[src/rtl/adc_seq_pkg.sv]
package adc_seq_pkg;

    typedef enum logic [1:0] {
        MODE_SINGLE      = 2'b00,
        MODE_PACED       = 2'b01,
        MODE_TRIG_PACED  = 2'b10,
        MODE_TRIG_EXTCLK = 2'b11
    } acq_mode_t;

    typedef enum logic [1:0] {
        CS_IDLE   = 2'd0,
        CS_LAUNCH = 2'd1,
        CS_WAIT   = 2'd2
    } conv_state_t;

    localparam logic [1:0] OFS_CTRL   = 2'd0;
    localparam logic [1:0] OFS_GAIN   = 2'd1;
    localparam logic [1:0] OFS_DAT_LO = 2'd2;
    localparam logic [1:0] OFS_DAT_HI = 2'd3;

endpackage

[src/rtl/adc_host_regs.sv]
module adc_host_regs
    import adc_seq_pkg::*;
(
    input  logic        clk,
    input  logic        rst_n,
    input  logic [1:0]  bus_addr,
    input  logic        bus_wr,
    input  logic        bus_rd,
    input  logic [7:0]  bus_wdata,
    output acq_mode_t   mode_o,
    output logic        ie_o,
    output logic [1:0]  gain_o,
    output logic [5:0]  chan_o,
    output logic        wr_ctrl_o,
    output logic        wr_gain_o,
    output logic        clr_err_o,
    output logic        rd_lo_o,
    output logic        rd_hi_o
);

    acq_mode_t  mode_q;
    logic       ie_q;
    logic [1:0] gain_q;
    logic [5:0] chan_q;
    logic       unused_wbits;

    assign wr_ctrl_o = bus_wr && (bus_addr == OFS_CTRL);
    assign wr_gain_o = bus_wr && (bus_addr == OFS_GAIN);
    assign clr_err_o = wr_ctrl_o && bus_wdata[4];
    assign rd_lo_o   = bus_rd && (bus_addr == OFS_DAT_LO);
    assign rd_hi_o   = bus_rd && (bus_addr == OFS_DAT_HI);

    assign unused_wbits = ^{bus_wdata[7:5], bus_wdata[3]};

    always_ff @(posedge clk) begin
        if (!rst_n) begin
            mode_q <= MODE_SINGLE;
            ie_q   <= 1'b0;
            gain_q <= 2'b00;
            chan_q <= 6'd0;
        end else begin
            if (wr_ctrl_o) begin
                mode_q <= acq_mode_t'(bus_wdata[1:0]);
                ie_q   <= bus_wdata[2];
            end
            if (wr_gain_o) begin
                gain_q <= bus_wdata[7:6];
                chan_q <= bus_wdata[5:0];
            end
        end
    end

    assign mode_o = mode_q;
    assign ie_o   = ie_q;
    assign gain_o = gain_q;
    assign chan_o = chan_q;

endmodule

[src/rtl/adc_start_gen.sv]
module adc_start_gen
    import adc_seq_pkg::*;
#(
    parameter int PACE_DIV = 8
) (
    input  logic      clk,
    input  logic      rst_n,
    input  acq_mode_t mode,
    input  logic      wr_ctrl,
    input  logic      wr_gain,
    input  logic      ext_trig,
    input  logic      ext_clk,
    input  logic      fsm_idle,
    output logic      fire_o
);

    localparam int CNT_W = (PACE_DIV > 2) ? $clog2(PACE_DIV) : 1;
    localparam logic [CNT_W-1:0] CNT_LAST = CNT_W'(PACE_DIV - 1);

    logic             req_pend;
    logic             armed;
    logic             trig_seen;
    logic             trig_q;
    logic             eclk_q;
    logic [CNT_W-1:0] pace_cnt;
    logic             trig_edge;
    logic             eclk_edge;
    logic             pace_run;
    logic             pace_tick;
    logic             triggered_mode;

    assign trig_edge      = ext_trig && !trig_q;
    assign eclk_edge      = ext_clk && !eclk_q;
    assign triggered_mode = (mode == MODE_TRIG_PACED) || (mode == MODE_TRIG_EXTCLK);
    assign pace_run       = armed && ((mode == MODE_PACED) ||
                                      ((mode == MODE_TRIG_PACED) && trig_seen));
    assign pace_tick      = pace_run && (pace_cnt == CNT_LAST);

    always_comb begin
        fire_o = 1'b0;
        if (fsm_idle) begin
            unique case (mode)
                MODE_SINGLE:      fire_o = req_pend;
                MODE_PACED:       fire_o = pace_tick;
                MODE_TRIG_PACED:  fire_o = pace_tick;
                MODE_TRIG_EXTCLK: fire_o = armed && trig_seen && eclk_edge;
                default:          fire_o = 1'b0;
            endcase
        end
    end

    always_ff @(posedge clk) begin
        if (!rst_n) begin
            req_pend  <= 1'b0;
            armed     <= 1'b0;
            trig_seen <= 1'b0;
            trig_q    <= 1'b0;
            eclk_q    <= 1'b0;
            pace_cnt  <= '0;
        end else begin
            trig_q <= ext_trig;
            eclk_q <= ext_clk;

            if (wr_ctrl)
                req_pend <= 1'b0;
            else if (wr_gain && (mode == MODE_SINGLE))
                req_pend <= 1'b1;
            else if (fire_o && (mode == MODE_SINGLE))
                req_pend <= 1'b0;

            if (wr_ctrl)
                armed <= 1'b0;
            else if (wr_gain && (mode != MODE_SINGLE))
                armed <= 1'b1;

            if (wr_ctrl || wr_gain)
                trig_seen <= 1'b0;
            else if (armed && triggered_mode && trig_edge)
                trig_seen <= 1'b1;

            if (wr_gain || !pace_run)
                pace_cnt <= '0;
            else if (pace_cnt == CNT_LAST)
                pace_cnt <= '0;
            else
                pace_cnt <= pace_cnt + 1'b1;
        end
    end

    AST_NO_UNARMED_START: assert property (@(posedge clk) disable iff (!rst_n)
        (fire_o && (mode != MODE_SINGLE)) |-> armed);

    AST_TRIG_BEFORE_EXTCLK_START: assert property (@(posedge clk) disable iff (!rst_n)
        (fire_o && (mode == MODE_TRIG_EXTCLK)) |-> trig_seen);

endmodule

[src/rtl/adc_conv_fsm.sv]
module adc_conv_fsm
    import adc_seq_pkg::*;
(
    input  logic clk,
    input  logic rst_n,
    input  logic fire,
    input  logic conv_done,
    output logic conv_start,
    output logic busy,
    output logic idle,
    output logic complete
);

    conv_state_t state_q;
    conv_state_t state_d;

    always_comb begin
        state_d = state_q;
        unique case (state_q)
            CS_IDLE:   if (fire) state_d = CS_LAUNCH;
            CS_LAUNCH: state_d = CS_WAIT;
            CS_WAIT:   if (conv_done) state_d = CS_IDLE;
            default:   state_d = CS_IDLE;
        endcase
    end

    always_ff @(posedge clk) begin
        if (!rst_n) state_q <= CS_IDLE;
        else        state_q <= state_d;
    end

    always_comb begin
        conv_start = 1'b0;
        busy       = 1'b1;
        idle       = 1'b0;
        complete   = 1'b0;
        unique case (state_q)
            CS_IDLE: begin
                busy = 1'b0;
                idle = 1'b1;
            end
            CS_LAUNCH: conv_start = 1'b1;
            CS_WAIT:   complete = conv_done;
            default: begin
                busy = 1'b0;
                idle = 1'b1;
            end
        endcase
    end

    AST_START_ONE_CYCLE: assert property (@(posedge clk) disable iff (!rst_n)
        conv_start |=> !conv_start);

    AST_BUSY_ENDS_ON_DONE: assert property (@(posedge clk) disable iff (!rst_n)
        $fell(busy) |-> $past(conv_done));

endmodule

[src/rtl/adc_result_store.sv]
module adc_result_store #(
    parameter int SAMPLE_W = 12
) (
    input  logic                clk,
    input  logic                rst_n,
    input  logic                complete,
    input  logic [SAMPLE_W-1:0] sample,
    input  logic                rd_lo,
    input  logic                rd_hi,
    input  logic                clr_err,
    output logic [7:0]          lo_byte_o,
    output logic [7:0]          hi_byte_o,
    output logic                done_o,
    output logic                err_o
);

    localparam int HI_W  = SAMPLE_W - 8;
    localparam int PAD_W = 8 - HI_W;

    logic [SAMPLE_W-1:0] data_q;
    logic [HI_W-1:0]     hold_q;
    logic                done_q;
    logic                err_q;

    always_ff @(posedge clk) begin
        if (!rst_n) begin
            data_q <= '0;
            hold_q <= '0;
            done_q <= 1'b0;
            err_q  <= 1'b0;
        end else begin
            if (complete)
                data_q <= sample;
            if (rd_lo)
                hold_q <= data_q[SAMPLE_W-1:8];
            if (complete)
                done_q <= 1'b1;
            else if (rd_hi)
                done_q <= 1'b0;
            if (complete && done_q && !rd_hi)
                err_q <= 1'b1;
            else if (clr_err)
                err_q <= 1'b0;
        end
    end

    assign lo_byte_o = data_q[7:0];
    assign hi_byte_o = {{PAD_W{1'b0}}, hold_q};
    assign done_o    = done_q;
    assign err_o     = err_q;

    AST_ERR_NEEDS_DONE: assert property (@(posedge clk) disable iff (!rst_n)
        $rose(err_o) |-> $past(done_o));

    AST_DONE_ON_COMPLETE: assert property (@(posedge clk) disable iff (!rst_n)
        complete |=> done_o);

    AST_HI_READ_CLEARS: assert property (@(posedge clk) disable iff (!rst_n)
        (rd_hi && !complete) |=> !done_o);

endmodule

[src/rtl/adc_seq_ctrl.sv]
module adc_seq_ctrl
    import adc_seq_pkg::*;
#(
    parameter int CH_W     = 6,
    parameter int SAMPLE_W = 12,
    parameter int PACE_DIV = 8
) (
    input  logic                clk,
    input  logic                rst_n,
    input  logic [1:0]          bus_addr,
    input  logic                bus_wr,
    input  logic                bus_rd,
    input  logic [7:0]          bus_wdata,
    output logic [7:0]          bus_rdata,
    input  logic                ext_trig,
    input  logic                ext_clk,
    output logic                conv_start,
    output logic [CH_W-1:0]     conv_chan,
    output logic [1:0]          conv_gain,
    input  logic                conv_done,
    input  logic [SAMPLE_W-1:0] conv_sample,
    output logic                irq
);

    acq_mode_t  mode;
    logic       ie;
    logic [1:0] gain;
    logic [5:0] chan;
    logic       wr_ctrl, wr_gain, clr_err, rd_lo, rd_hi;
    logic       fire, busy, idle, complete;
    logic [7:0] lo_byte, hi_byte;
    logic       done, err;

    adc_host_regs u_regs (
        .clk       (clk),
        .rst_n     (rst_n),
        .bus_addr  (bus_addr),
        .bus_wr    (bus_wr),
        .bus_rd    (bus_rd),
        .bus_wdata (bus_wdata),
        .mode_o    (mode),
        .ie_o      (ie),
        .gain_o    (gain),
        .chan_o    (chan),
        .wr_ctrl_o (wr_ctrl),
        .wr_gain_o (wr_gain),
        .clr_err_o (clr_err),
        .rd_lo_o   (rd_lo),
        .rd_hi_o   (rd_hi)
    );

    adc_start_gen #(.PACE_DIV(PACE_DIV)) u_start (
        .clk      (clk),
        .rst_n    (rst_n),
        .mode     (mode),
        .wr_ctrl  (wr_ctrl),
        .wr_gain  (wr_gain),
        .ext_trig (ext_trig),
        .ext_clk  (ext_clk),
        .fsm_idle (idle),
        .fire_o   (fire)
    );

    adc_conv_fsm u_fsm (
        .clk        (clk),
        .rst_n      (rst_n),
        .fire       (fire),
        .conv_done  (conv_done),
        .conv_start (conv_start),
        .busy       (busy),
        .idle       (idle),
        .complete   (complete)
    );

    adc_result_store #(.SAMPLE_W(SAMPLE_W)) u_store (
        .clk       (clk),
        .rst_n     (rst_n),
        .complete  (complete),
        .sample    (conv_sample),
        .rd_lo     (rd_lo),
        .rd_hi     (rd_hi),
        .clr_err   (clr_err),
        .lo_byte_o (lo_byte),
        .hi_byte_o (hi_byte),
        .done_o    (done),
        .err_o     (err)
    );

    always_comb begin
        unique case (bus_addr)
            OFS_CTRL:   bus_rdata = {done, err, busy, 2'b00, ie, mode};
            OFS_GAIN:   bus_rdata = {gain, chan};
            OFS_DAT_LO: bus_rdata = lo_byte;
            OFS_DAT_HI: bus_rdata = hi_byte;
            default:    bus_rdata = 8'h00;
        endcase
    end

    assign conv_chan = chan[CH_W-1:0];
    assign conv_gain = gain;
    assign irq       = ie && done;

    AST_IRQ_NEEDS_DONE: assert property (@(posedge clk) disable iff (!rst_n)
        irq |-> (done && ie));

endmodule

[config.mk]
export PLATFORM = sky130hd
export DESIGN_NAME = adc_seq_ctrl
export DESIGN_NICKNAME = d
export VERILOG_FILES = /design/src/rtl/adc_seq_pkg.sv /design/src/rtl/adc_host_regs.sv /design/src/rtl/adc_start_gen.sv /design/src/rtl/adc_conv_fsm.sv /design/src/rtl/adc_result_store.sv /design/src/rtl/adc_seq_ctrl.sv
export SDC_FILE = /design/constraint.sdc
export NUM_CORES = 1
export LEC_CHECK = 0
export BUFFER_PORTS_ARGS = -buffer_cell sky130_fd_sc_hd__buf_2
export CORE_ASPECT_RATIO = 0.7
export CORE_MARGIN = 1
export CORE_UTILIZATION = 25
export CTS_BUF_LIST = sky130_fd_sc_hd__clkbuf_16
export DETAILED_ROUTE_END_ITERATION = 6
export HOLD_SLACK_MARGIN = 0.1
export PLACE_DENSITY = 0.53
export SETUP_SLACK_MARGIN = 0.3
export SLEW_MARGIN = 20
export SYNTH_ARGS = -nofsm -noshare
export SYNTH_HDL_FRONTEND = slang
export SYNTH_HIERARCHICAL = 1
export SYNTH_SLANG_ARGS = --single-unit
[constraint.sdc]
create_clock -name clk -period 1.4 [get_ports clk]
set_input_delay 0.28 -clock clk [delete_from_list [all_inputs] [get_ports clk]]
set_output_delay 0.28 -clock clk [all_outputs]
set_load 0.05 [all_outputs]
==> results of run 1 <==
[layout make-up]
cell class / count / area [sq um]
fill: 779 / 4837
multi-input combinational: 131 / 1247
sequential: 39 / 814.5
timing repair buffer: 75 / 639.4
tap: 101 / 126.4
clock buffer: 5 / 125.1
clock inverter: 3 / 43.79
inverter: 8 / 35.03
antenna: 1 / 2.502
[final timing paths]
path,from,endpoint,slack [ps],cells after the start
setup reg to reg,u_fsm/state_q[1]$_SDFFE_PN0P_,u_fsm/state_q[0]$_SDFFE_PN0P_,-280,10
hold reg to reg,u_regs/chan_o[2]$_SDFFE_PN0P_,u_regs/chan_o[2]$_SDFFE_PN0P_,480,2
setup / recovery,u_fsm/state_q[1]$_SDFFE_PN0P_,bus_rdata[5],-420,4
hold / removal,ext_clk,u_start/eclk_q$_SDFF_PN0_,220,2
[power by group]
group	switching (uW)	internal [uW]	leakage [uW]
Sequential	31.9	1150	0.000325
Combinational	391	413	0.000824
Clock	462	840	0.0000838
[worst max-delay path, stage by stage (launching register included)]
cell	delay, ps
dfxtp_2	330
inv_2	50
ha_4	230
mux4_2	480
buf_6	170
[sequential cells by signal (all words and copies together) (netlist names)]
name               flops
u_fsm/state_q          2
u_regs/chan_o          6
u_regs/gain_o          2
u_regs/ie_o            1
u_regs/mode_o          2
u_start/armed          1
u_start/eclk_q         1
u_start/pace_cnt       3
u_start/req_pend       1
u_start/trig_q         1
u_start/trig_seen      1
u_store/data_q        12
u_store/done_o         1
u_store/err_o          1
u_store/hold_q         4
[per-layer routing]
| layer | wire, microns | track usage, % |
|---|---|---|
| met1 | 2543 | 17.99 |
| met2 | 2366 | 19.88 |
| met3 | 284 | 4.286 |
| met4 | 20 | 3.200 |
| met5 | 0 | 0 |
[cell families after synthesis]
logic type	Yosys count	share of synthesized area, %
AOI/OAI and AO/OA	11	4.367
adders and majority gates	10	6.150
buffers and inverters	29	10.09
DFF	39	38.38
muxes	37	22.20
other	1	0.1843
and+or+nand+nor	68	18.63
[per-stage QoR]
step	instance area (sq um)	util, %	hold slack [ps]	cells	setup TNS, ps
finish	3034	38.55	215.5	363	-2340
global route	3032	38.52	221.7	362	-2873
CTS	2905	36.91	208.1	359	-2778
detailed placement	2451	31.14	455.7	345	-3982
global placement	2451	31.14	448.1	345	-3671
floorplan	2130	-	401.7	198	-138.9
[what timing repair did]
item                                    in CTS  in global routing
pin swaps                                    9                 10
gates cloned                                 1                  0
resized for setup                           67                 32
endpoints found under the setup margin      44                 45
buffers inserted                             5                  3
[layout by cell type (no fill, tap or decap), types with 3 or more instances in the layout]
master     count
mux2i_1       29
buf_2         28
nand2_1       25
dfxtp_1       24
buf_4         18
buf_6         17
nor2b_1       17
buf_8         11
dfxtp_2        9
mux4_2         6
ha_4           6
dfxtp_4        6
clkbuf_16      5
and2_4         4
nor2_1         4
conb_1         4
inv_2          3
inv_1          3
ha_2           3
==> flow_summary.json, run 1 <==
{
  "critical_path_arrival_ps": 1540,
  "wl_mm": 5.214,
  "drt_iter0_drc": 35,
  "htreeDepth": 2,
  "drtPass1Iterations": 4,
  "seq_area_frac_synth_pct": 38.38,
  "final-hold-violation-count": 0,
  "power_density_mw_per_mm2": 1084,
  "finClkSkew_ps": 6.422,
  "drv_cap": 0,
  "wl_per_cell_microns": 14.36,
  "startpoint_type": "register",
  "end_kind": "output port",
  "dr_total_vias": 1560,
  "yosysMostFrequentCell": "dfxtp_1",
  "clockRootBuffer": "clkbuf_16",
  "worstSetupPathType": "reg2out",
  "max_freq_mhz": 550.3,
  "grt_first_pass_wirelength_mm": 8.328,
  "core_region_area_sq_mm": 0.007871,
  "syn2layout_area_growth_pct": 49.14,
  "synth_top_area_share_pct": 38.38,
  "period_needed_ps": 1817,
  "rows": 27,
  "final_layout_size_suffix_gt1_share_pct": 56.32,
  "place.port_buffers": 46,
  "ys_async_sr_fraction_pct": 0,
  "timing.final.crit_share_pct": 129.8,
  "netlist_instances": 195,
  "syn_area_per_cell_sq_um": 10.43,
  "yosys.area.top_type": "dfxtp_1",
  "antenna_left": 0,
  "insertion_delay_ps": 280,
  "synth_area_sq_mm": 0.002034,
  "setup_viol": 10,
  "chipWidth_microns": 109.8,
  "finalMaxSlewViolations": 0,
  "ys.warnings.count": 6,
  "synth_area_leaders": "dfxtp_1 38%, mux2i_1 14%, mux4_2 6.6%",
  "synth_ff_type": "dfxtp_1",
  "grt_max_degree": 19,
  "synth_edf_count": 0,
  "final.setup.worst_slack_ps": -417.3,
  "status": "finished with violations",
  "fin_nets": 299,
  "clock_sinks": 39,
  "pin_count": 47,
  "cts_buffer_depth": 2,
  "drc": 0,
  "cp.required_ps": 1120,
  "die_height_microns": 77.48,
  "clk_pin_slew_ps": 60,
  "violations": "negative setup slack",
  "antenna_found_initial": 1,
  "initial_utilization_pct": 25.85,
  "min_path_type": "in2reg",
  "p_leak_uw": 0.001232,
  "viasPerCell": 4.298,
  "fp.dieArea_sq_mm": 0.008508,
  "dp_hpwl_mm": 3.704,
  "crit_fanout": 2,
  "rsz0062_at_grt": "yes",
  "first_global_vias": 1590,
  "synth_cell_types": 37,
  "synth.ff_latch_count": 39,
  "cts_tree": "done",
  "power_uw": 3288,
  "synth_top_cells_by_count": "39 x dfxtp_1, 29 x mux2i_1, 27 x nand2_1",
  "dp_slack_ps": -269.4,
  "grt_overflow_total": 0,
  "grt_use_total_pct": 13.17,
  "place_congestion": 0.7236,
  "cts_buffers": 5,
  "cts_hold_buffers": 0,
  "worst_ir_drop_vdd_mv": 0.5281
}
Note: power is estimated with default switching activity, not from simulation.
==> run 2, diff against run 1 <==
- CTS_CLUSTER_DIAMETER: unset -> 200
- TNS_END_PERCENT: unset -> 5
==> run 2 against run 1 <==
Effect of this change: the run still ends with negative setup slack left; first-iteration DRC count grew 57%; sequential share of layout area up 2.9 points; global-route usage decreased by 1.6 points; critical path type unchanged; largest cell class unchanged.
==> flow_summary.json, run 2 (synthesis gave the netlist of run 1 again) <==
{
  "largest_register": "u_store/data_q",
  "p_sw_uw": 800.1,
  "drc": 0,
  "drt_iter0_drc": 55,
  "violations": "negative setup slack",
  "power.clock.fraction_pct": 37.4,
  "pin_count": 47,
  "clk_pin_slew_ps": 60,
  "wl_mm": 4.566,
  "combPwrFrac_pct": 21.8,
  "max_freq_mhz": 556.3,
  "clock_sinks": 39,
  "diodes": 0,
  "finClkSkew_ps": 4.124,
  "cp.required_ps": 1120,
  "dr_total_vias": 1476,
  "syn2layout_area_growth_pct": 31.80,
  "fin_util_pct": 34.06,
  "setup_viol": 10,
  "layout_commonest_cell": "buf_2",
  "cts_buffer_depth": 2,
  "cts_hold_buffers": 0,
  "seq_area_sq_um": 797.0,
  "fin_hold_ws_ps": 218.4,
  "grt_overflow_total": 0,
  "drtPass1Iterations": 4,
  "final_cell_mix": "30 x buf_2, 29 x mux2i_1, 28 x dfxtp_1",
  "setup_tns_ps": -1914,
  "finalMaxSlewViolations": 0,
  "worst_ir_drop_vdd_mv": 0.4574,
  "final_area_sq_mm": 0.002681,
  "insertion_delay_ps": 280,
  "final_layout_size_suffix_gt1_share_pct": 42.86,
  "wl_per_cell_microns": 12.93,
  "startpoint_type": "register",
  "dp_hpwl_mm": 3.492,
  "fin_nets": 290,
  "drv_cap": 0,
  "antenna_left": 0,
  "multi_input_area_sq_mm": 0.001099,
  "initial_utilization_pct": 25.85,
  "p_seq_share_pct": 40.8,
  "p_sw_share_pct": 27.54,
  "viasPerCell": 4.181,
  "rsz0062_at_grt": "yes",
  "largest_reg_flops": 12,
  "critical_path_arrival_ps": 1520,
  "postPlaceCellArea_sq_mm": 0.002402,
  "place.port_buffers": 46,
  "status": "finished with violations",
  "rows": 27,
  "grt_first_pass_wirelength_mm": 7.286,
  "chipWidth_microns": 109.8,
  "fillCellCount": 823,
  "min_path_type": "in2reg",
  "power_density_mw_per_mm2": 1083,
  "p_int_uw": 2105,
  "core_region_area_sq_mm": 0.007871,
  "first_global_vias": 1455,
  "die_height_microns": 77.48,
  "end_kind": "output port",
  "htreeDepth": 2,
  "worstSetupPathType": "reg2out",
  "grt_max_degree": 24,
  "p_leak_uw": 0.001134,
  "cts_buffers": 5,
  "cts_tree": "done",
  "post_cts_buffers": 0,
  "grt_use_total_pct": 11.54,
  "fp.dieArea_sq_mm": 0.008508,
  "place_congestion": 0.7081,
  "crit_fanout": 2,
  "final-hold-violation-count": 0,
  "period_needed_ps": 1798,
  "power_uw": 2905,
  "antenna_found_initial": 0,
  "clockRootBuffer": "clkbuf_16",
  "timing.final.crit_share_pct": 128.4,
  "final.setup.worst_slack_ps": -397.7
}
run 2: cell count changes in the layout (fill, tap and decap cells not counted), sizes merged:
cell | before | now
and2 | 7 | 6
bufinv | 1 | 0
clkbuf | 6 | 5
inv | 8 | 9
diode | 1 | 0
buf | 74 | 67
run 2: final timing paths:
check        cells after the start                             to                          start  slack [ps]
min                              2      u_start/eclk_q$_SDFF_PN0_                        ext_clk         220
min reg2reg                      2  u_regs/chan_o[5]$_SDFFE_PN0P_  u_regs/chan_o[5]$_SDFFE_PN0P_         480
max reg2reg                      8  u_fsm/state_q[0]$_SDFFE_PN0P_  u_regs/mode_o[0]$_SDFFE_PN0P_        -170
max                              4                   bus_rdata[5]  u_fsm/state_q[1]$_SDFFE_PN0P_        -400
run 2: power groups by stage:
stage	Combinational [uW]	Clock, uW	Sequential, uW
after floorplan	376	0	1230
after global placement	559	0	1210
after detailed placement	563	0	1210
after CTS	632	1130	1190
after global routing	674	1180	1190
final	633	1090	1180
run 2: layout make-up:
cell class | count | area share (%)
inverter | 8 | 1.120
multi-input combinational | 130 | 40.97
sequential | 39 | 29.72
tap | 101 | 4.713
clock buffer | 5 | 4.666
clock inverter | 3 | 0.6066
timing repair buffer | 67 | 18.20
run 2: stage by stage:
step,setup slack [ps],std cells
global placement,-255.9,345
floorplan,-86.43,198
CTS,-404.6,353
detailed placement,-289.9,345
finish,-397.7,353
global route,-449.0,353
run 2: worst max-delay path, stage by stage (launching register included):
cell and delay [ps]:
dfxtp_2 330, inv_2 50, ha_4 230, mux4_2 460, buf_6 170
run 2: what timing repair did:
item,CTS,global route
endpoints found under the setup margin,39,37
resized for setup,43,3
pin swaps,5,3
run 2: routing by layer:
layer / wire (microns) / up-vias / GRT usage, %
li1: - / 755 / -
met3: 173 / 6 / 3.529
met4: 61 / 0 / 4.000
met2: 1909 / 26 / 17.00
met1: 2421 / 689 / 15.78
met5: 0 / - / 0
==> run 3, diff against run 2 <==
- SETUP_SLACK_MARGIN: 0.3 -> unset
==> run 3 against run 2 <==
Effect of this change: register-to-register slack better by 50 ps; critical path type unchanged; clock power decreased by 5%; global-route usage up 0.20 points; sequential share of layout area increased by 0.43 points; die area did not move; utilization decreased by 0.75 points; worst hold slack got worse by 0.97 ps; non-clock buffer count fell by 1; the flow still finishes with violations (negative setup slack); clock skew shrank 3.0 ps; routed wire length up 1.3%; largest cell class unchanged; power fell by 2.3%; final cell count decreased by 0.85%.
==> flow_summary.json, run 3 (synthesis gave the netlist of run 1 again) <==
{
  "diodes": 0,
  "layout_commonest_cell": "buf_2",
  "crit_start": "u_fsm/state_q[1]$_SDFFE_PN0P_",
  "violations": "negative setup slack",
  "rr_startpoint": "u_regs/mode_o[0]$_SDFFE_PN0P_",
  "crit_path_max_incr_delay_ps": 470,
  "largest_reg_flops": 12,
  "timing.final.crit_share_pct": 128.5,
  "crit_end": "bus_rdata[5]",
  "worstSetupPathType": "reg2out",
  "wl_mm": 4.624,
  "fin_util_pct": 33.32,
  "rr_worst_depth": 8,
  "r2r_setup_slack_ps": -120,
  "syn2layout_area_growth_pct": 28.91,
  "min_path_type": "in2reg",
  "grt_use_total_pct": 11.75,
  "finClkSkew_ps": 1.119,
  "fp.dieArea_sq_mm": 0.008508,
  "rsz0062_at_grt": "yes",
  "max_freq_mhz": 556.0,
  "clk_pin_slew_ps": 50,
  "r2r-end": "u_fsm/state_q[0]$_SDFFE_PN0P_",
  "core_region_area_sq_mm": 0.007871,
  "clock_sinks": 39,
  "initial_utilization_pct": 25.85,
  "drv_cap": 0,
  "drc": 0,
  "cts_buffers": 5,
  "wl_per_cell_microns": 13.21,
  "htreeDepth": 2,
  "largest_register": "u_store/data_q",
  "clockRootBuffer": "clkbuf_16",
  "cts_tree": "done",
  "rows": 27,
  "viasPerCell": 4.214,
  "final_cell_mix": "36 x buf_2, 31 x dfxtp_1, 29 x mux2i_1",
  "final_layout_size_suffix_gt1_share_pct": 41.37,
  "final-hold-violation-count": 0,
  "antenna_left": 0,
  "cp.required_ps": 1120,
  "crit_fanout": 2,
  "dp.cells": 343,
  "cpMaxStageDelayCell": "mux4_2",
  "grt_first_pass_wirelength_mm": 7.396,
  "finalMaxSlewViolations": 0,
  "drt_iter0_drc": 55,
  "first_global_vias": 1449,
  "crit_buf_inv": 2,
  "setup_viol": 11,
  "crit_family": "multiplexers",
  "dr_total_vias": 1475,
  "drtPass1Iterations": 4,
  "dp_slack_ps": -258.3,
  "end_kind": "output port",
  "fin_nets": 289,
  "cts_buffer_depth": 2,
  "period_needed_ps": 1799,
  "startpoint_type": "register",
  "grt_max_degree": 25,
  "final.setup.worst_slack_ps": -398.6,
  "final_cells": 350,
  "die_height_microns": 77.48,
  "critical_path_arrival_ps": 1520,
  "grt_overflow_total": 0,
  "pin_count": 47,
  "insertion_delay_ps": 280,
  "status": "finished with violations",
  "cp.depth": 4,
  "worst_ir_drop_vdd_mv": 0.5402,
  "antenna_found_initial": 0,
  "power_density_mw_per_mm2": 1082,
  "cts_hold_buffers": 0,
  "chipWidth_microns": 109.8,
  "place_congestion": 0.6989,
  "crit_chain": "inv_2, ha_4, mux4_2, buf_8",
  "place.port_buffers": 46,
  "dp_hpwl_mm": 3.519,
  "p_leak_uw": 0.001118
}
## run 3: changes by cell type in the layout (fill, tap and decap cells not counted), sizes merged
cell,change
buf,-1
clkinv,-2
## run 3: power by group
part | leakage [uW] | internal [uW] | switching, uW | total, uW
Sequential | 0.000319 | 1160 | 29.5 | 1190
Clock | 0.0000669 | 633 | 408 | 1040
Combinational | 0.000731 | 286 | 325 | 611
Total | 0.00112 | 2080 | 763 | 2840
## run 3: repair_timing
item / 4_1_cts / 5_1_grt
setup buffers: 1 / 0
endpoints found under the setup margin: 24 / 24
resized for setup: 28 / 5
pin swaps: 2 / 1
## run 3: per-layer routing
| layer | vias up | wire (microns) | track usage (%) |
|---|---|---|---|
| li1 | 747 | - | - |
| met2 | 24 | 2085 | 17.81 |
| met1 | 699 | 2269 | 15.56 |
| met5 | - | 0 | 0 |
| met4 | 0 | 52 | 4.800 |
| met3 | 5 | 217 | 3.277 |
## run 3: stage by stage
step / power [uW] / instance area (sq um) / hold WS [ps] / TNS (ps)
2_1_floorplan: 1590 / 2048 / 401.7 / -607.4
3_3_place_gp: 1742 / 2385 / 460.7 / -3603
3_5_place_dp: 1745 / 2385 / 462.7 / -3861
4_1_cts: 2869 / 2605 / 213.6 / -1990
5_1_grt: 2987 / 2623 / 229.5 / -2755
6_report: 2839 / 2623 / 217.4 / -1858
## run 3: area by class of cell
class                           instances  area (sq um)
Fill cell                             827          5249
Multi-Input combinational cell        130          1091
Sequential cell                        39         790.8
Timing Repair Buffer                   66         455.4
Tap cell                              101         126.4
Clock buffer                            5         125.1
Inverter                                8         30.03
Clock inverter                          1         3.754
## run 3: worst min path at each step
stage / from / to / slack, ps / depth (start not counted)
finish: ext_trig / u_start/trig_q$_SDFF_PN0_ / 220 / 2
floorplan: ext_clk / u_start/eclk_q$_SDFF_PN0_ / 400 / 1
detailed placement: u_regs/chan_o[5]$_SDFFE_PN0P_ / u_regs/chan_o[5]$_SDFFE_PN0P_ / 460 / 2
CTS: ext_trig / u_start/trig_q$_SDFF_PN0_ / 210 / 2
global route: ext_trig / u_start/trig_q$_SDFF_PN0_ / 230 / 2
global placement: u_regs/chan_o[4]$_SDFFE_PN0P_ / u_regs/chan_o[4]$_SDFFE_PN0P_ / 460 / 2
## run 3: worst reg2reg max path, cell delays in order, from the launching register on
cell,delay (ps)
dfxtp_2,330
inv_1,80
ha_1,160
a21o_2,130
a31oi_1,80
o31ai_1,190
inv_1,80
a22oi_2,190
mux2i_1,200
